`config.mk`:
```
export PLATFORM = sky130hd
export DESIGN_NAME = sck_divider
export DESIGN_NICKNAME = d
export VERILOG_FILES = /design/src/rtl/sck_divider.sv
export SDC_FILE = /design/constraint.sdc
export NUM_CORES = 1
export LEC_CHECK = 0
export ABC_AREA = 0
export BUFFER_PORTS_ARGS = -buffer_cell sky130_fd_sc_hd__buf_2
export CAP_MARGIN = 15
export CORE_ASPECT_RATIO = 1.5
export CORE_MARGIN = 5
export CORE_UTILIZATION = 35
export DETAILED_ROUTE_END_ITERATION = 7
export PLACE_DENSITY = 0.56
export SETUP_SLACK_MARGIN = 0.3
export SLEW_MARGIN = 15
export SYNTH_ARGS = -nofsm -noshare
export SYNTH_HDL_FRONTEND = slang
export SYNTH_SLANG_ARGS = --single-unit
```
`constraint.sdc`:
```
create_clock -name clk -period 3 [get_ports clk]
set_input_delay 0.3 -clock clk [delete_from_list [all_inputs] [get_ports clk]]
set_output_delay 0.3 -clock clk [all_outputs]
set_load 0.02 [all_outputs]
```
`src/rtl/sck_divider.sv`:
```
module sck_divider #(
  parameter int DIV_W = 8
) (
  input  logic             clk,
  input  logic             rst_n,
  input  logic [DIV_W-1:0] ratio_m1,
  input  logic             ddr_mode,
  input  logic             smp_delay,
  input  logic             run_en,
  output logic             sck,
  output logic             launch,
  output logic             capture
);

  logic             run_q, run_n;
  logic [DIV_W-1:0] div_q, div_n, cnt_q, cnt_n;
  logic [DIV_W:0]   hi_n;
  logic             sck_q, sck_n, armed_q, armed_n, armed_now, gate_q;
  logic             rise_n, fall_n, launch_n, capture_n;
  logic             start, period_end, byp_q;

  assign start      = !run_q && run_en;
  assign period_end = run_q && (cnt_q == div_q);
  assign byp_q      = (div_q == '0);

  always_comb begin
    run_n  = run_q;
    div_n  = div_q;
    cnt_n  = cnt_q;
    rise_n = 1'b0;
    fall_n = 1'b0;
    hi_n   = '0;
    if (start) begin
      run_n  = 1'b1;
      div_n  = ratio_m1;
      cnt_n  = '0;
      rise_n = 1'b1;
    end else if (period_end) begin
      cnt_n = '0;
      if (run_en) rise_n = 1'b1;
      else        run_n  = 1'b0;
    end else if (run_q) begin
      cnt_n = cnt_q + DIV_W'(1);
    end
    hi_n = ({1'b0, div_n} + (DIV_W+1)'(2)) >> 1;
    if (div_n == '0) fall_n = rise_n;
    else if (run_q && !start && !period_end) fall_n = ({1'b0, cnt_n} == hi_n);
    sck_n     = run_n && (div_n != '0) && ({1'b0, cnt_n} < hi_n);
    armed_now = start ? 1'b0 : armed_q;
    armed_n   = run_n && (armed_now || fall_n);
    launch_n  = fall_n || (ddr_mode && rise_n);
    if (ddr_mode)       capture_n = fall_n || (rise_n && armed_now);
    else if (smp_delay) capture_n = fall_n && armed_now;
    else                capture_n = rise_n && armed_now;
  end

  always_ff @(posedge clk or negedge rst_n) begin
    if (!rst_n) begin
      run_q   <= 1'b0;
      div_q   <= '0;
      cnt_q   <= '0;
      sck_q   <= 1'b0;
      armed_q <= 1'b0;
      launch  <= 1'b0;
      capture <= 1'b0;
    end else begin
      run_q   <= run_n;
      div_q   <= div_n;
      cnt_q   <= cnt_n;
      sck_q   <= sck_n;
      armed_q <= armed_n;
      launch  <= launch_n;
      capture <= capture_n;
    end
  end

  always_ff @(negedge clk or negedge rst_n) begin
    if (!rst_n) gate_q <= 1'b0;
    else        gate_q <= run_n && (div_n == '0);
  end

  assign sck = byp_q ? (clk && gate_q) : sck_q;

endmodule

```
==> out/metrics.yaml, run 1 <==
grt_pass1_wl_um: 6330
p_leak_nw: 0.888
synthTopCellsByCount: "21 x dfrtp_1, 14 x xnor2_1, 12 x nand2_1"
slew_viol_final: 0
synth_edf_count: 0
synth-seq-cells: 22
fin_util: 0.493
synth_nets: 172
critPathMaxFanout: 1
clk_latency_ps: 390
p_sw_uw: 886
grt_overflow: 0
antenna_cells: 0
yosysMostFrequentCell: "dfrtp_1"
rsz0062_at_grt: "true"
track_usage: 0.145
worstMarginPinSlew_ps: 393
die_w_um: 62.7
yosys.cell_types.count: 39
ir_drop_v: 0.000478
setup_violations: 0
arrival_ps: 2590
pwr-share-seq: 0.272
ant_nets: 0
place_congestion: 0.919
drt_iter0_drc: 37
max_cap_violations: 0
yosysTopAreaCell: "dfrtp_1"
cp-start-kind: "register"
end_kind: "primary output"
fin_skew_ps: 28.8
synth_top_cell_area_share: 0.361
synth_ff_type: "dfrtp_1"
comb_power_share: 0.566
route.detailed.drc: 0
nets: 217
p_per_area_mw_per_mm2: 1080
fin_tns_setup_ps: 0
synthCells: 149
dr.pass1.iters: 4
r2r_slack_ps: 130
vias: 1268
p_total_mw: 2.13
io-pin-count: 16
ys.warnings.count: 0
synthTopCellsByArea: "dfrtp_1 36%, ha_1 8.6%, xnor2_1 8.4%"
portBuffers: 15
status: "finished clean"
pwr-share-clk: 0.162
synthArstFlopShare: 1.00
netlist_area_mm2: 0.00146
coreArea_mm2: 0.00399
rows: 28
cts_tree: "built"
initial_core_util: 0.365
worstSetupPathType: "register to primary output"
fin_hold_ws_ps: 154
hold_violations: 0
design_area_mm2: 0.00197
cts.clk_slew.worst_paths_ps: 80
slew_headroom: 0.736
antenna_found_initial: 0
viasPerCell: 5.33
hold_path_class: "input pin to register"
grt_pass1_vias: 1377
drt-total-wl_um: 3990
placed_area_mm2: 0.00165
dieArea_mm2: 0.00558
ys_seq_area_frac: 0.378
dp_hpwl_um: 3000
drive_above_1_share: 0.399
wl_per_cell_um: 16.8
required_ps: 2700
area_delta_synth_final_pct: 35.3
syn_area_per_cell_um2: 9.77
grt_max_degree: 22
die_height_um: 89.0
sw_frac_of_total: 0.416
p_int_mw: 1.24
==> cells in the final DEF, fill, tap and decap left out, types with 6 or more instances in the layout <==
cell type / instances
buf_4: 24
dfrtp_1: 16
buf_2: 14
xnor2_1: 12
nand2_1: 12
inv_1: 10
ha_1: 9
nor2_1: 8
nand4_1: 7
nand3_1: 7
clkbuf_8: 7
a21oi_1: 6
==> worst paths after layout <==
check,startpoint,to,depth (start not counted)
setup / recovery,gate_q$_DFF_NN0_,sck,3
hold / removal,ratio_m1[0],div_q[0]$_DFF_PN0_,3
setup reg to reg,div_q[6]$_DFF_PN0_,gate_q$_DFF_NN0_,5
hold reg to reg,div_q[0]$_DFF_PN0_,div_q[0]$_DFF_PN0_,2
max in group asynchronous,rst_n,gate_q$_DFF_NN0_,2
min in group asynchronous,rst_n,cnt_q[7]$_DFF_PN0_,3
==> critical path, stage by stage, from the launching register on <==
cell	delay (ps)
dfrtn_1	390
nand2_1	50
o21ai_1	110
buf_4	150
==> state kept, by name, indices dropped and copies added (netlist names) <==
signal and cells:
armed_q 1, capture 1, cnt_q 8, div_q 8, gate_q 1, launch 1
run_q 1, sck_q 1
==> kinds of logic (layout without fill, tap and decap cells) <==
group	count (synthesis)	after routing	share of synthesized area
AOI/OAI and AO/OA	20	20	0.0911
xor gates and xnor gates	18	18	0.108
adders and majority gates	10	10	0.0859
buffers and inverters	14	58	0.0472
DFF	22	22	0.378
muxes	9	9	0.0670
and+or+nand+nor	56	56	0.223
==> power groups by stage <==
stage	registers, mW	clock network (mW)	logic (mW)
floorplan	0.530	0.0147	0.702
global placement	0.563	0.0212	0.939
detailed placement	0.560	0.0212	0.966
CTS	0.557	0.355	0.998
global route	0.587	0.373	1.34
finish	0.578	0.345	1.20
==> routing by layer <==
metal / track usage / part of all wire
met5: 0 / 0
met4: 0.104 / 0.041
met3: 0.0365 / 0.024
met2: 0.277 / 0.57
met1: 0.133 / 0.36
==> final cells by class <==
| class | count | area, µm² |
|---|---|---|
| Fill cell | 360 | 2020 |
| Multi-Input combinational cell | 113 | 948 |
| Sequential cell | 22 | 557 |
| Timing Repair Buffer | 39 | 264 |
| Clock buffer | 8 | 104 |
| Tap cell | 45 | 56.3 |
| Inverter | 11 | 41.3 |
==> repair_timing <==
action / 4_1_cts / 5_1_grt
resized for setup: 6 / 26
pin swaps: 2 / 12
hold buffers: 1 / 0
buffers inserted: 4 / 8
endpoints found under the setup margin: 7 / 7
endpoints found under the hold margin: 21 / 0
==> per-stage QoR <==
| step | worst slack [ps] | instances |
|---|---|---|
| floorplan | 123 | 149 |
| global placement | 97.3 | 218 |
| detailed placement | 42.7 | 218 |
| CTS | 96.9 | 230 |
| global route | 20.1 | 238 |
| finish | 110 | 238 |
Power figures use the tool's default switching activity.
==> run 2, diff against run 1 <==
--- a/config.mk
+++ b/config.mk
@@ -11,6 +11,7 @@
 export CORE_ASPECT_RATIO = 1.5
 export CORE_MARGIN = 5
 export CORE_UTILIZATION = 35
+export CTS_CLUSTER_SIZE = 40
 export DETAILED_ROUTE_END_ITERATION = 7
 export PLACE_DENSITY = 0.56
 export SETUP_SLACK_MARGIN = 0.3
==> constraint.sdc (replaced) <==
create_clock -name clk -period 3 [get_ports clk]
set_input_delay 0.45 -clock clk [delete_from_list [all_inputs] [get_ports clk]]
set_output_delay 0.45 -clock clk [all_outputs]
set_load 0.02 [all_outputs]
==> run 2 against run 1 <==
  * The run now ends with negative setup slack left
  * Hold slack worse by 81 ps
  * Highest routed layer unchanged
  * Critical path type unchanged
  * Sequential share of layout area decreased by 0.052 points
  * Cell count rose by 0.42%
==> out/metrics.yaml, run 2 (same netlist as run 1, synthesis figures left out) <==
rows: 28  # unchanged
rsz0062_at_grt: "true"  # unchanged
fin_skew_ps: 27.4  # was 28.8 ps
nets: 218  # was 217
viasPerCell: 5.30  # was 5.33
final_common_cell: "buf_4"  # unchanged
drt_iter0_drc: 62  # was 37
pwr-share-seq: 0.282  # was 0.272
p_int_mw: 1.27  # was 1.24 mW
route.detailed.drc: 0  # unchanged
most-common-layout-cells: "25 x buf_4, 14 x dfrtp_1, 14 x buf_2, 12 x xnor2_1, 12 x nand2_1"  # was 24 x buf_4, 16 x dfrtp_1, 14 x buf_2, 12 x xnor2_1, 12 x nand2_1
max_cap_violations: 0  # unchanged
ir_drop_v: 0.000557  # was 0.000478 V
portBuffers: 15  # unchanged
path_delay_family: "flip-flops"  # unchanged
slowest_stage: "dfrtn_1"  # unchanged
p_leak_nw: 0.888  # about the same
dp_hpwl_um: 2930  # was 3000 µm
setup_violations: 2  # was 0
sw_frac_of_total: 0.410  # was 0.416
grt_pass1_vias: 1373  # was 1377
cts_tree: "built"  # unchanged
worstMarginPinSlew_ps: 347  # was 393 ps
antenna_cells: 0  # unchanged
place_congestion: 0.871  # was 0.919
antenna_found_initial: 0  # unchanged
crit_chain: "nand2_1 > o21ai_1 > buf_4"  # unchanged
crit_buf_inv: 1  # unchanged
hold_path_class: "input pin to async pin"  # was input pin to register
hold_violations: 0  # unchanged
status: "finished with violations"  # was finished clean
vias: 1267  # was 1268
violations: "negative setup slack"
required_ps: 2550  # was 2700 ps
r2r_start: "div_q[0]$_DFF_PN0_"  # was div_q[6]$_DFF_PN0_
clk_latency_ps: 390  # about the same
crit_end: "sck"  # unchanged
initial_core_util: 0.365  # unchanged
drt-total-wl_um: 3980  # was 3990 µm
drive_above_1_share: 0.423  # was 0.399
grt_max_degree: 22  # unchanged
slew_viol_final: 0  # unchanged
area_delta_synth_final_pct: 36.2  # was 35.3%
io-pin-count: 16  # unchanged
cts.clk_slew.worst_paths_ps: 80  # about the same
wl_per_cell_um: 16.6  # was 16.8 µm
worstSetupPathType: "register to primary output"  # unchanged
dr.pass1.iters: 4  # unchanged
finalWorstSetupSlack_ps: -33.6  # was 110 ps
rr_endpoint: "gate_q$_DFF_NN0_"  # unchanged
p_total_mw: 2.16  # was 2.13 mW
worstRegToRegCells: 5  # unchanged
pwr-share-clk: 0.159  # was 0.162
dieArea_mm2: 0.00558  # unchanged
end_kind: "primary output"  # unchanged
cpPeakStageDelay_ps: 390  # about the same
final_cells: 239  # was 238
die_height_um: 89.0  # unchanged
grt_pass1_wl_um: 6840  # was 6330 µm
coreArea_mm2: 0.00399  # unchanged
track_usage: 0.159  # was 0.145
comb_power_share: 0.559  # was 0.566
path_depth: 3  # unchanged
place_inst: 221  # was 218
p_sw_uw: 885  # was 886 µW
p_per_area_mw_per_mm2: 1090  # was 1080 mW/mm²
critPathMaxFanout: 1  # unchanged
arrival_ps: 2580  # was 2590 ps
die_w_um: 62.7  # unchanged
top_regs: "cnt_q: 8 flops, div_q: 8 flops"  # unchanged
ant_nets: 0  # unchanged
fin_hold_ws_ps: 73.2  # was 154 ps
grt_overflow: 0  # unchanged
slew_headroom: 0.766  # was 0.736
cp-start-kind: "register"  # unchanged
fillers: 369  # was 360
fin_util: 0.497  # was 0.493
startpoint: "gate_q$_DFF_NN0_"  # unchanged
r2r_slack_ps: 130  # about the same
run 2: worst min path at each step:
stage | from | endpoint | slack [ps] | cells past startpoint
after floorplan | rst_n | armed_q$_DFF_PN0_ | 150 | 0
after global placement | rst_n | cnt_q[0]$_DFF_PN0_ | 480 | 2
after detailed placement | rst_n | cnt_q[0]$_DFF_PN0_ | 480 | 2
after CTS | rst_n | capture$_DFF_PN0_ | 80 | 2
after global routing | rst_n | cnt_q[7]$_DFF_PN0_ | 90 | 2
final | rst_n | cnt_q[7]$_DFF_PN0_ | 70 | 2
run 2: what timing repair did:
item,4_1_cts,5_1_grt
setup endpoints to repair,5,7
gates resized for setup,15,18
pin swaps,7,15
setup buffers,6,5
hold buffers,0,0
run 2: layout make-up:
| type | count | area [µm²] | share of cell area |
|---|---|---|---|
| Timing Repair Buffer | 40 | 273 | 0.138 |
| Inverter | 11 | 41.3 | 0.0208 |
| Tap cell | 45 | 56.3 | 0.0284 |
| Clock buffer | 8 | 104 | 0.0524 |
| Multi-Input combinational cell | 113 | 950 | 0.479 |
| Sequential cell | 22 | 559 | 0.282 |
run 2: power by group through the flow:
stage               clock network, mW  logic, mW  registers, mW
floorplan                      0.0154      0.702          0.530
global placement               0.0219      0.946          0.574
detailed placement             0.0219      0.960          0.575
CTS                             0.360       1.06          0.587
global route                    0.375       1.35          0.625
finish                          0.343       1.21          0.609
run 2: stage by stage:
step,instance area [µm²],setup TNS [ps],setup slack (ps)
final,1980,-33.6,-33.6
after global routing,1980,-112,-112
after CTS,1860,-63.5,-63.5
after detailed placement,1670,0,45.8
after global placement,1670,0,70.9
after floorplan,1460,0,123
run 2: per-layer routing:
| metal | track usage | vias up | part of all wire | wire length (µm) |
|---|---|---|---|---|
| met5 | 0 | - | 0 | 0 |
| li1 | - | 617 | - | - |
| met3 | 0.0352 | 5 | 0.023 | 91 |
| met4 | 0.0618 | 0 | 0.012 | 47 |
| met2 | 0.303 | 23 | 0.58 | 2320 |
| met1 | 0.170 | 622 | 0.38 | 1520 |
==> run 3, diff against run 2 <==
==> constraint.sdc (replaced) <==
create_clock -name clk -period 3.4 [get_ports clk]
set_input_delay 0.51 -clock clk [delete_from_list [all_inputs] [get_ports clk]]
set_output_delay 0.51 -clock clk [all_outputs]
set_load 0.02 [all_outputs]
==> run 3 against run 2 <==
  * The run now ends clean
  * First-iteration DRC count increased by 13%
  * Wire length decreased by 11%
  * Register-to-register slack improved by 180 ps
  * Total power decreased by 20%
  * Cell count decreased by 5.9%
  * Clock power increased by 6.1%
  * Largest cell class unchanged
  * Largest power group unchanged
  * Highest routed layer unchanged
==> out/metrics.yaml, run 3 (same netlist as run 1, synthesis figures left out) <==
status: "finished clean"  # was finished with violations
drive_above_1_share: 0.294  # was 0.423
fin_tns_setup_ps: 0  # was -33.6 ps
grt_pass1_wl_um: 5740  # was 6840 µm
die_height_um: 89.0  # unchanged
hold_path_class: "input pin to async pin"  # unchanged
max_cap_violations: 0  # unchanged
crit_buf_inv: 1  # unchanged
dieArea_mm2: 0.00558  # unchanged
dr.pass1.iters: 4  # unchanged
drt_iter0_drc: 70  # was 62
worstMarginPinSlew_ps: 428  # was 347 ps
antenna_cells: 0  # unchanged
setup_violations: 0  # was 2
r2r_slack_ps: 310  # was 130 ps
slew_viol_final: 0  # unchanged
io-pin-count: 16  # unchanged
slowest_stage: "dfrtn_1"  # unchanged
route.detailed.drc: 0  # unchanged
fin_skew_ps: 25.4  # was 27.4 ps
arrival_ps: 2780  # was 2580 ps
ant_nets: 0  # unchanged
wl_per_cell_um: 15.8  # was 16.6 µm
end_kind: "primary output"  # unchanged
worstSetupPathType: "register to primary output"  # unchanged
clk_latency_ps: 390  # about the same
final_common_cell: "dfrtp_1"  # was buf_4
viasPerCell: 5.21  # was 5.30
rows: 28  # unchanged
portBuffers: 15  # unchanged
die_w_um: 62.7  # unchanged
required_ps: 2890  # was 2550 ps
p_total_mw: 1.72  # was 2.16 mW
fin_hold_ws_ps: 112  # was 73.2 ps
top_regs: "cnt_q: 8 flops, div_q: 8 flops"  # unchanged
cp-start-kind: "register"  # unchanged
hold_violations: 0  # unchanged
initial_core_util: 0.365  # unchanged
area_delta_synth_final_pct: 23.8  # was 36.2%
rsz0062_at_grt: "true"  # unchanged
coreArea_mm2: 0.00399  # unchanged
grt_overflow: 0  # unchanged
fin_util: 0.451  # was 0.497
grt_pass1_vias: 1295  # was 1373
ir_drop_v: 0.000463  # was 0.000557 V
crit_chain: "nand2_1 > o21ai_1 > buf_4"  # unchanged
place_congestion: 0.867  # was 0.871
vias: 1172  # was 1267
drt-total-wl_um: 3550  # was 3980 µm
nets: 204  # was 218
antenna_found_initial: 0  # unchanged
cpPeakStageDelay_ps: 390  # about the same
fillers: 400  # was 369
p_per_area_mw_per_mm2: 953  # was 1090 mW/mm²
grt_max_degree: 22  # unchanged
cts_tree: "built"  # unchanged
most-common-layout-cells: "16 x dfrtp_1, 14 x xnor2_1, 14 x buf_2, 13 x buf_4, 12 x nand2_1"  # was 25 x buf_4, 14 x dfrtp_1, 14 x buf_2, 12 x xnor2_1, 12 x nand2_1
track_usage: 0.134  # was 0.159
critPathMaxFanout: 1  # unchanged
cts.clk_slew.worst_paths_ps: 90  # was 80 ps
slew_headroom: 0.712  # was 0.766
path_delay_family: "flip-flops"  # unchanged
p_leak_nw: 0.808  # was 0.888 nW
dp_hpwl_um: 2800  # was 2930 µm
==> run 3: cell types whose count changed in the layout (fill, tap and decap cells not counted), sizes merged <==
cell	change
buf	-14
bufinv	+1
clkbuf	-1
==> run 3: worst paths after layout <==
| path | to | from | cells after the start |
|---|---|---|---|
| worst max-delay path | sck | gate_q$_DFF_NN0_ | 3 |
| worst min-delay path | run_q$_DFF_PN0_ | rst_n | 2 |
| worst max register to register | gate_q$_DFF_NN0_ | div_q[1]$_DFF_PN0_ | 5 |
| worst min register to register | div_q[0]$_DFF_PN0_ | div_q[0]$_DFF_PN0_ | 2 |
| max in group asynchronous | gate_q$_DFF_NN0_ | rst_n | 1 |
| min in group clk | div_q[0]$_DFF_PN0_ | ratio_m1[0] | 3 |
==> run 3: routing by layer <==
layer	part of all wire	wire (µm)	track usage	vias to the layer above
met5	0	0	0	-
met4	0.034	119	0.0985	0
met1	0.39	1370	0.123	552
met3	0.025	88	0.0302	12
met2	0.56	1970	0.257	22
li1	-	-	-	586
==> run 3: layout make-up <==
class,instances,area [µm²],share of cell area
multi-input cells,113,868,0.482
flip-flops and latches,22,557,0.309
clock buffers,7,90.1,0.0500
repair buffers,26,160,0.0888
clock inverters,1,30.0,0.0167
inverters,11,41.3,0.0229
well taps,45,56.3,0.0312
==> run 3: metrics by stage <==
step                      setup WS, ps  instance area (µm²)  cells
final                              105                 1800    225
after global routing              64.2                 1800    225
after CTS                         87.0                 1740    220
after detailed placement           181                 1610    212
after global placement             180                 1610    212
after floorplan                    310                 1460    149
==> run 3: report_power, final <==
| group | leakage (nW) | switching [mW] | internal (mW) |
|---|---|---|---|
| Clock | 0.0628 | 0.121 | 0.243 |
| Combinational | 0.478 | 0.431 | 0.401 |
| Sequential | 0.268 | 0.146 | 0.376 |
==> run 3: what timing repair did <==
| action | 4_1_cts | 5_1_grt |
|---|---|---|
| resized for setup | 3 | 9 |
| setup endpoints to repair | 3 | 5 |
| setup buffers | 1 | 5 |
| pin swaps | 2 | 2 |
| hold buffers | 0 | 0 |
| hold endpoints to repair | 0 | 0 |
